File: src/rtl/nor_status_pkg.sv
package nor_status_pkg;

    typedef enum logic [2:0] {
        ST_IDLE,
        ST_PROG,
        ST_PROG_LOCK,
        ST_ERASE,
        ST_ERASE_LOCK,
        ST_SUSP,
        ST_SUSP_PROG,
        ST_SUSP_LOCK
    } nse_state_e;

    // status byte bit positions decoded by host polling loops
    localparam int POLL_BIT = 7;
    localparam int OPTOG_BIT = 6;
    localparam int SECTOG_BIT = 2;

    // states in which the array (or a hold timer) is busy
    function automatic logic nse_busy(input nse_state_e s);
        return (s == ST_PROG) || (s == ST_PROG_LOCK) || (s == ST_ERASE) ||
               (s == ST_ERASE_LOCK) || (s == ST_SUSP_PROG) || (s == ST_SUSP_LOCK);
    endfunction

    // states in which the recorded erase set is live
    function automatic logic nse_erase_live(input nse_state_e s);
        return (s == ST_ERASE) || (s == ST_SUSP) || (s == ST_SUSP_PROG) ||
               (s == ST_SUSP_LOCK);
    endfunction

    // states reporting a program in the polling bit
    function automatic logic nse_prog_kind(input nse_state_e s);
        return (s == ST_PROG) || (s == ST_PROG_LOCK) || (s == ST_SUSP_PROG) ||
               (s == ST_SUSP_LOCK);
    endfunction

endpackage

File: src/rtl/nse_sect_dec.sv
module nse_sect_dec #(
    parameter int NUM_SECT = 8,
    localparam int SECT_W = $clog2(NUM_SECT)
) (
    input  logic [SECT_W-1:0]   idx,
    output logic [NUM_SECT-1:0] hit
);
    for (genvar g = 0; g < NUM_SECT; g++) begin : g_sect
        assign hit[g] = (idx == SECT_W'(g));
    end
endmodule

File: src/rtl/nse_lock_timer.sv
module nse_lock_timer #(
    parameter int PROG_TO  = 100,
    parameter int ERASE_TO = 10000,
    localparam int MAX_TO  = (PROG_TO > ERASE_TO) ? PROG_TO : ERASE_TO,
    localparam int CNT_W   = $clog2(MAX_TO + 1)
) (
    input  logic clk,
    input  logic rst_n,
    input  logic run,
    input  logic long_sel,
    output logic expire
);
    localparam logic [CNT_W-1:0] P_LAST = CNT_W'(PROG_TO - 1);
    localparam logic [CNT_W-1:0] E_LAST = CNT_W'(ERASE_TO - 1);

    logic [CNT_W-1:0] cnt;

    always_ff @(posedge clk) begin
        if (!rst_n) begin
            cnt <= '0;
        end else if (run) begin
            cnt <= cnt + 1'b1;
        end else begin
            cnt <= '0;
        end
    end

    assign expire = run && (cnt == (long_sel ? E_LAST : P_LAST));
endmodule

File: src/rtl/nse_toggle_pair.sv
module nse_toggle_pair (
    input  logic clk,
    input  logic rst_n,
    input  logic flip_op,
    input  logic flip_sect,
    output logic op_tog,
    output logic sect_tog
);
    always_ff @(posedge clk) begin
        if (!rst_n) begin
            op_tog   <= 1'b0;
            sect_tog <= 1'b0;
        end else begin
            if (flip_op) begin
                op_tog <= ~op_tog;
            end
            if (flip_sect) begin
                sect_tog <= ~sect_tog;
            end
        end
    end
endmodule

File: src/rtl/nor_status_engine.sv
module nor_status_engine
    import nor_status_pkg::*;
#(
    parameter int NUM_SECT = 8,
    parameter int DATA_W   = 8,
    parameter int PROG_TO  = 100,
    parameter int ERASE_TO = 10000,
    localparam int SECT_W  = $clog2(NUM_SECT)
) (
    input  logic                clk,
    input  logic                rst_n,
    input  logic                prog_start,
    input  logic [SECT_W-1:0]   prog_sect,
    input  logic                prog_poll,
    input  logic                erase_start,
    input  logic [NUM_SECT-1:0] erase_sel,
    input  logic [NUM_SECT-1:0] protect,
    input  logic                suspend_req,
    input  logic                resume_req,
    input  logic                op_done,
    input  logic                rd_stb,
    input  logic [SECT_W-1:0]   rd_sect,
    input  logic [DATA_W-1:0]   arr_rdata,
    output logic                ready_o,
    output logic                rd_valid,
    output logic [DATA_W-1:0]   rd_data
);

    nse_state_e state, state_nx;

    logic [NUM_SECT-1:0] eset;
    logic                poll_q;
    logic [NUM_SECT-1:0] prog_hit;
    logic [NUM_SECT-1:0] rd_hit;
    logic [NUM_SECT-1:0] erase_eff;
    logic                prog_prot;
    logic                prog_in_eset;
    logic                rd_in_eset;
    logic                lock_run;
    logic                lock_long;
    logic                lock_expire;
    logic                op_tog;
    logic                sect_tog;
    logic                flip_op;
    logic                flip_sect;
    logic                take_prog_idle;
    logic                take_prog_susp;
    logic                take_erase;
    logic                status_view;
    logic [DATA_W-1:0]   status_byte;
    logic [DATA_W-1:0]   rd_mux;

    // ---------------------------------------------------------------
    // sector decoding for program target and read address
    // ---------------------------------------------------------------
    nse_sect_dec #(.NUM_SECT(NUM_SECT)) u_prog_dec (
        .idx (prog_sect),
        .hit (prog_hit)
    );

    nse_sect_dec #(.NUM_SECT(NUM_SECT)) u_rd_dec (
        .idx (rd_sect),
        .hit (rd_hit)
    );

    assign erase_eff    = erase_sel & ~protect;
    assign prog_prot    = |(prog_hit & protect);
    assign prog_in_eset = |(prog_hit & eset);
    assign rd_in_eset   = |(rd_hit & eset);

    // ---------------------------------------------------------------
    // hold timer for operations that never reach the array
    // ---------------------------------------------------------------
    assign lock_run  = (state == ST_PROG_LOCK) || (state == ST_ERASE_LOCK) ||
                       (state == ST_SUSP_LOCK);
    assign lock_long = (state == ST_ERASE_LOCK);

    nse_lock_timer #(.PROG_TO(PROG_TO), .ERASE_TO(ERASE_TO)) u_timer (
        .clk      (clk),
        .rst_n    (rst_n),
        .run      (lock_run),
        .long_sel (lock_long),
        .expire   (lock_expire)
    );

    // ---------------------------------------------------------------
    // command acceptance
    // ---------------------------------------------------------------
    assign take_prog_idle = (state == ST_IDLE) && prog_start;
    assign take_erase     = (state == ST_IDLE) && erase_start && !prog_start;
    assign take_prog_susp = (state == ST_SUSP) && prog_start && !resume_req;

    // ---------------------------------------------------------------
    // state register
    // ---------------------------------------------------------------
    always_ff @(posedge clk) begin
        if (!rst_n) begin
            state <= ST_IDLE;
        end else begin
            state <= state_nx;
        end
    end

    // ---------------------------------------------------------------
    // next-state logic
    // ---------------------------------------------------------------
    always_comb begin
        state_nx = state;
        unique case (state)
            ST_IDLE: begin
                if (prog_start) begin
                    state_nx = prog_prot ? ST_PROG_LOCK : ST_PROG;
                end else if (erase_start) begin
                    state_nx = (erase_eff == '0) ? ST_ERASE_LOCK : ST_ERASE;
                end
            end
            ST_PROG: begin
                if (op_done) state_nx = ST_IDLE;
            end
            ST_PROG_LOCK: begin
                if (lock_expire) state_nx = ST_IDLE;
            end
            ST_ERASE: begin
                if (op_done) begin
                    state_nx = ST_IDLE;
                end else if (suspend_req) begin
                    state_nx = ST_SUSP;
                end
            end
            ST_ERASE_LOCK: begin
                if (lock_expire) state_nx = ST_IDLE;
            end
            ST_SUSP: begin
                if (resume_req) begin
                    state_nx = ST_ERASE;
                end else if (prog_start) begin
                    state_nx = (prog_prot || prog_in_eset) ? ST_SUSP_LOCK : ST_SUSP_PROG;
                end
            end
            ST_SUSP_PROG: begin
                if (op_done) state_nx = ST_SUSP;
            end
            ST_SUSP_LOCK: begin
                if (lock_expire) state_nx = ST_SUSP;
            end
        endcase
    end

    // ---------------------------------------------------------------
    // captured operation context
    // ---------------------------------------------------------------
    always_ff @(posedge clk) begin
        if (!rst_n) begin
            eset   <= '0;
            poll_q <= 1'b0;
        end else begin
            if (take_erase) begin
                eset <= erase_eff;
            end
            if (take_prog_idle || take_prog_susp) begin
                poll_q <= prog_poll;
            end
        end
    end

    // ---------------------------------------------------------------
    // toggle bits
    // ---------------------------------------------------------------
    assign flip_op   = rd_stb && nse_busy(state);
    assign flip_sect = rd_stb && rd_in_eset && nse_erase_live(state);

    nse_toggle_pair u_tog (
        .clk       (clk),
        .rst_n     (rst_n),
        .flip_op   (flip_op),
        .flip_sect (flip_sect),
        .op_tog    (op_tog),
        .sect_tog  (sect_tog)
    );

    // ---------------------------------------------------------------
    // read data selection
    // ---------------------------------------------------------------
    always_comb begin
        status_byte = '0;
        unique case (state)
            ST_PROG, ST_PROG_LOCK, ST_SUSP_PROG, ST_SUSP_LOCK:
                status_byte[POLL_BIT] = ~poll_q;
            ST_SUSP:
                status_byte[POLL_BIT] = 1'b1;
            ST_IDLE, ST_ERASE, ST_ERASE_LOCK:
                status_byte[POLL_BIT] = 1'b0;
        endcase
        status_byte[OPTOG_BIT]  = op_tog;
        status_byte[SECTOG_BIT] = (rd_in_eset && nse_erase_live(state)) ? sect_tog : 1'b1;
    end

    assign status_view = (state != ST_IDLE) && !((state == ST_SUSP) && !rd_in_eset);
    assign rd_mux      = status_view ? status_byte : arr_rdata;

    // ---------------------------------------------------------------
    // output process
    // ---------------------------------------------------------------
    always_ff @(posedge clk) begin
        if (!rst_n) begin
            rd_valid <= 1'b0;
            rd_data  <= '0;
        end else begin
            rd_valid <= rd_stb;
            if (rd_stb) begin
                rd_data <= rd_mux;
            end
        end
    end

    assign ready_o = (state == ST_IDLE) || (state == ST_SUSP);

endmodule

File: config.mk
export PLATFORM = sky130hd
export DESIGN_NAME = nor_status_engine
export DESIGN_NICKNAME = d
export VERILOG_FILES = /design/src/rtl/nor_status_pkg.sv /design/src/rtl/nse_sect_dec.sv /design/src/rtl/nse_lock_timer.sv /design/src/rtl/nse_toggle_pair.sv /design/src/rtl/nor_status_engine.sv
export SDC_FILE = /design/constraint.sdc
export NUM_CORES = 1
export LEC_CHECK = 0
export BUFFER_PORTS_ARGS = -buffer_cell sky130_fd_sc_hd__buf_2
export CAP_MARGIN = 20
export CORE_UTILIZATION = 50
export DETAILED_ROUTE_END_ITERATION = 8
export PLACE_DENSITY = 0.75
export SLEW_MARGIN = 20
export SYNTH_ARGS = -nofsm -noshare
export SYNTH_HDL_FRONTEND = slang
export SYNTH_HIERARCHICAL = 1
export SYNTH_SLANG_ARGS = --single-unit
export TNS_END_PERCENT = 20
File: constraint.sdc
create_clock -name clk -period 2.5 [get_ports clk]
set_input_delay 0.125 -clock clk [delete_from_list [all_inputs] [get_ports clk]]
set_output_delay 0.125 -clock clk [all_outputs]
set_load 0.02 [all_outputs]
[After elaboration in Yosys (flattened, before gate mapping)]
Index checks and enable logic that the tools add are counted.
Word-level totals
  register bits: 37
  word-level logic and storage cells: 106
Cells by class
  add/sub/neg operators: 1
  equal/unequal tests: 29
  mux-type cells: 18
  bitwise operators: 8
  reductions and logical operators: 42
Operator list (count)
  $eq 3x3->1 const B: 12
  $mux 3: 11
  $and 8x8->8: 4
  $reduce_or 8->1: 3
  $pmux 3 s7: 1
  $eq 3x2->1 const B: 6
  $add 14x1->14 const B: 1
  $eq 14x14->1: 1
  $mux 14: 1
  $logic_or 1x1->1: 13
  $logic_and 1x1->1: 12
  $eq 3x1->1 const B: 3
  $logic_not 3->1: 3
  $ne 3x3->1 const B: 3
  $logic_not 8->1: 1
  $mux 8: 1
  $not 8->8: 1
  $reduce_and 7->1: 1
  $ne 2x2->1 const B: 3
  $logic_not 1->1: 4
  $reduce_or 4->1: 1
  $not 1->1: 3
  $pmux 1 s3: 1
  $reduce_bool 3->1: 1
  6 further kinds: 7

[Longest topological paths before layout]
  depth after elaboration: 8
  depth in mapped cells: 9
  gate-level depth less buffers: 8

[Cells and area by module]
The synthesis kept the hierarchy.
Modules (own cells, without submodules)
  nor_status_engine: times used 1, cells each 150, area an instance 1292.5 µm², seq. area each 420.4 µm²
  nse_lock_timer: times used 1, cells each 77, area an instance 665.6 µm², seq. area each 280.3 µm²
  nse_sect_dec: times used 2, cells each 8, area an instance 65.1 µm², seq. area each 0.0 µm²
  nse_toggle_pair: times used 1, cells each 6, area an instance 70.1 µm², seq. area each 40.0 µm²

[Worst setup path after synthesis]
Ideal clock, no wire load.
  path type: register to register
  start: register state[0]
  end: register state[1]
  arrival time: 1.773 ns
  required time: 2.378 ns
  slack: 0.606 ns
  cell stages (with the launch flop): 9
  path buffers: 2
  clock period less this slack: 1.894 ns
  path through: dfxtp_1 -> buf_6 -> buf_2 -> nor3_1 -> nor4bb_1 -> nand4_1 -> a21oi_1 -> o221ai_2 -> o311a_1
Between the ends
  longest elaborated chain between the ends: 6
  elaborated cells between the ends (all ways): 23
Ends and longest elaborated chain
  from (decl): line nor_status_engine.sv:29  | nse_state_e state, state_nx;
  from (signal assigned): line nor_status_engine.sv:100  | state <= state_nx;
  $eq 3x3->1 *: line nor_status_engine.sv:76  | assign lock_long = (state == ST_ERASE_LOCK);
  net lock_long: line nor_status_engine.sv:40  | logic lock_long;
  $mux 14 / $logic_or 1x1->1 (equally long branches): line nse_lock_timer.sv:28, nor_status_engine.sv:74
  $eq 14x14->1 / $logic_or 1x1->1 (equally long branches): line nse_lock_timer.sv:28, nor_status_engine.sv:74
  $logic_and 1x1->1 *: line nse_lock_timer.sv:28  | assign expire = run && (cnt == (long_sel ? E_LAST : P_LAST));
  net lock_expire: line nor_status_engine.sv:41  | logic lock_expire;
  $ne 2x2->1 (no line) / $ne 2x1->1 (equally long branches)
  $reduce_and 7->1 (no line) *
Mark *: on every way through the listed nets, which the timed path passes. The rest lies on a longest branch.
A chain may end at the register's enable or synchronous reset.

[Worst setup path after layout]
  start: register state[2]
  end: register state[1]
The elaborated chain is that of the path after synthesis.

==> flow_summary_export.csv <==
group,metric,value,unit
cts,cts-resized-gates,0,
routing,ant_nets,0,
floorplanning,die-area,0.004583,mm^2
place,preCtsSetupSlack,306.4,ps
critical_path,rr_startpoint,"state[2]$_SDFFE_PN0P_",
routing,viasPerCell,5.800,
routing,wirelength,4863,um
cts,cts_tree,"built",
cts,cts_setup_buffers,0,
power_and_ir_drop,power.switching,0.7218,mW
place,dp_cells,338,
logic_synthesis,syn-num-nets,289,
sta,maxSlewViolCount,0,
power_and_ir_drop,comb_power_share,0.387,
sta,finalHoldViolations,0,
sta,period_share,0.8867,
finish,mostFrequentLayoutCell,"buf_2",
place,port_buffers,48,
critical_path,cp_data_arrival_time,2390,ps
run,drv_cap,0,
critical_path,critical_path_peak_fanout,11,
critical_path,path_cells,"inv_1 -> nor3_1 -> nor4bb_1 -> nand4_1 -> a21oi_1 -> o221ai_2 -> o311a_1",
logic_synthesis,synth_fa_ha_area_frac,0.005797,
finish,final_net_count,335,
power_and_ir_drop,swShare,0.3752,
hold_path,hold_start,"arr_rdata[4]",
finish,diodes,0,
sta,fin_skew,5.567,ps
place,finalWeightedCongestion,0.9020,
cts,insertion_delay,280,ps
logic_synthesis,seq_area_frac_synth,0.3432,
power_and_ir_drop,p_leak,1.038,nW
power_and_ir_drop,power.density,773.3,mW/mm^2
routing,num_vias,2001,
logic_synthesis,synthDistinctLibCells,56,
hold_path,min_to,"rd_data[4]$_SDFFE_PN0P_",
grt,grt_usage,0.2292,
logic_synthesis,synthTopCellsByArea,"dfxtp_1, nor2b_1, mux2i_1",
logic_synthesis,synth_top_area_frac,0.3432,
power_and_ir_drop,finalPower,1.924,mW
power_and_ir_drop,p_clk_frac,0.218,
sta,worstMarginPinSlew,546.4,ps
critical_path,required,2680,ps
floorplanning,core_area,0.004086,mm^2
finish,syn_to_final_growth,15.25,%
critical_path,crit_type,"reg2reg",
logic_synthesis,synth_xor_area_frac,0.02435,
logic_synthesis,yosys.area_share.simple,0.3374,
sta,rsz0062_at_grt,"false",
routing,wire_per_inst,14.10,um
critical_path,worst_setup_path_start_kind,"flip-flop",
sta,relSlewSlack,0.6346,
logic_synthesis,synth_compound_area_frac,0.1948,
critical_path,r2r_slack,280,ps
sta,fin_crit,2217,ps
logic_synthesis,yosys.area.top_type,"dfxtp_1",
sta,tns,0,ps
power_and_ir_drop,peakVddDrop,0.4709,mV
critical_path,r2r-end,"state[1]$_SDFFE_PN0P_",
critical_path,reg2reg_depth,7,
sta,setup_viol,0,
floorplanning,rows,23,
floorplanning,die_x,67.70,um
grt,grt-ovfl-total,0,
routing,dr.pass1.iters,5,
routing,drt_iter0_drc,108,
cts,clockBufferDepth,2,
cts,cts_buffers,5,
power_and_ir_drop,pwr-share-seq,0.395,
finish,layout-drive-gt1-share,0.2373,
grt,grt_max_degree,21,
cts,cts_num_sinks,37,
logic_synthesis,postSynthAreaPerCell,8.668,um^2
logic_synthesis,yosys_warnings,6,
logic_synthesis,async_reset_ff_frac,0,
floorplanning,ios,49,
critical_path,cpMaxStageDelayCell,"dfxtp_1",
critical_path,critPathCaptureType,"flip-flop",
cts,cts-root-buf,"clkbuf_8",
logic_synthesis,synthFlopType,"dfxtp_1",
logic_synthesis,synthesis.area,0.002158,mm^2
finish,layout_common_cells,"buf_2, dfxtp_1, nor2b_1, nand2_1, a21oi_1",
floorplanning,start_util,0.5282,
sta,fmax,0.4511,GHz
cts,h-tree-depth,2,
grt,antenna_found_initial,0,
grt,grt_pass1_wl,7914,um
logic_synthesis,syn_inst,249,
logic_synthesis,ys_ff_latch,37,
critical_path,max_stage_delay,510,ps
routing,drcViolationCount,0,
logic_synthesis,synthMuxAreaShare,0.05101,
hold_path,whs_path_depth,2,
cts,clk_pin_slew,70,ps
power_and_ir_drop,intPower,1.202,mW
logic_synthesis,synth_edf_count,0,
grt,first_global_vias,1821,
floorplanning,die_h,67.70,um
hold_path,min_path_type,"in2reg",
cts,ctsHoldBuffers,0,
run_status,status,"complete, no violations",
finish,final_cells,345,
place,dpl.hpwl,3688,um
sta,worst_slack,283.3,ps
logic_synthesis,synth_top_family_by_area,"simple AND/OR/NAND/NOR gates",
==> power by group through the flow <==
stage / logic (mW) / registers [mW] / clock network (mW)
2_1_floorplan: 0.622 / 0.754 / 0
6_report: 0.744 / 0.760 / 0.420
3_5_place_dp: 0.741 / 0.772 / 0
4_1_cts: 0.742 / 0.759 / 0.432
3_3_place_gp: 0.729 / 0.769 / 0
5_1_grt: 0.812 / 0.774 / 0.458
==> layer usage <==
layer,part of all wire,up-vias,GRT usage
met3,0.038,4,0.05574
met5,0,-,0
li1,-,1018,-
met4,0.0049,0,0.03989
met1,0.46,937,0.2776
met2,0.49,42,0.4084
==> metrics by stage <==
stage	instance area [um^2]	utilization	hold WS, ps
2_1_floorplan	2158	-	246.7
3_3_place_gp	2401	0.5876	334.5
3_5_place_dp	2401	0.5876	343.5
4_1_cts	2487	0.6087	38.42
5_1_grt	2487	0.6087	39.53
6_report	2487	0.6087	46.89
==> cell usage after synthesis, types with 4 or more instances <==
cell       n
nor2b_1   19
nand3_1    7
nand3b_1   4
dfxtp_1   37
nand4_1    7
o21ai_0    6
a22oi_1   10
nor3_1     6
nand2b_1   8
a22o_1     5
and3b_2    6
a21oi_1   14
nor4_1     4
nor2_1    10
inv_1      6
nand2_1   16
nor3b_1    8
mux2i_1   11
==> cell type report <==
| type | count | area (um^2) |
|---|---|---|
| timing repair buffer | 49 | 247.7 |
| sequential | 37 | 740.7 |
| fill | 378 | 1599 |
| multi-input combinational | 195 | 1324 |
| inverter | 7 | 26.28 |
| clock buffer | 7 | 86.33 |
| tap | 50 | 62.56 |
==> kinds of logic after synthesis <==
logic type	Yosys count
flip-flops	37
adder cells (fa/ha/maj)	1
multiplexers	11
AND/OR/NAND/NOR	118
buffers and inverters	17
AO/OA/AOI/OAI	59
XOR/XNOR	6
==> critical path: cells and delay by family, from the launching register on <==
kind / cells / cell delay [ps]
buf+inv: 1 / 150
compound gates: 3 / 730
flops: 1 / 510
simple gates: 3 / 720
==> state kept, by name (all words and copies together), names as in the netlist <==
register        cells
u_timer/cnt        14
u_tog/op_tog        1
poll_q              1
rd_data             8
state               3
rd_valid            1
eset                8
u_tog/sect_tog      1
==> worst max path at each step <==
stage | from | endpoint | slack [ps] | cells after the start
2_1_floorplan | state[0]$_SDFFE_PN0P_ | state[1]$_SDFFE_PN0P_ | 610 | 8
3_3_place_gp | state[2]$_SDFFE_PN0P_ | state[1]$_SDFFE_PN0P_ | 370 | 7
3_5_place_dp | state[2]$_SDFFE_PN0P_ | state[1]$_SDFFE_PN0P_ | 310 | 7
4_1_cts | state[2]$_SDFFE_PN0P_ | state[1]$_SDFFE_PN0P_ | 290 | 7
5_1_grt | state[2]$_SDFFE_PN0P_ | state[1]$_SDFFE_PN0P_ | 70 | 7
6_report | state[2]$_SDFFE_PN0P_ | state[1]$_SDFFE_PN0P_ | 280 | 7
No activity file was read; power rests on OpenSTA's default activity.
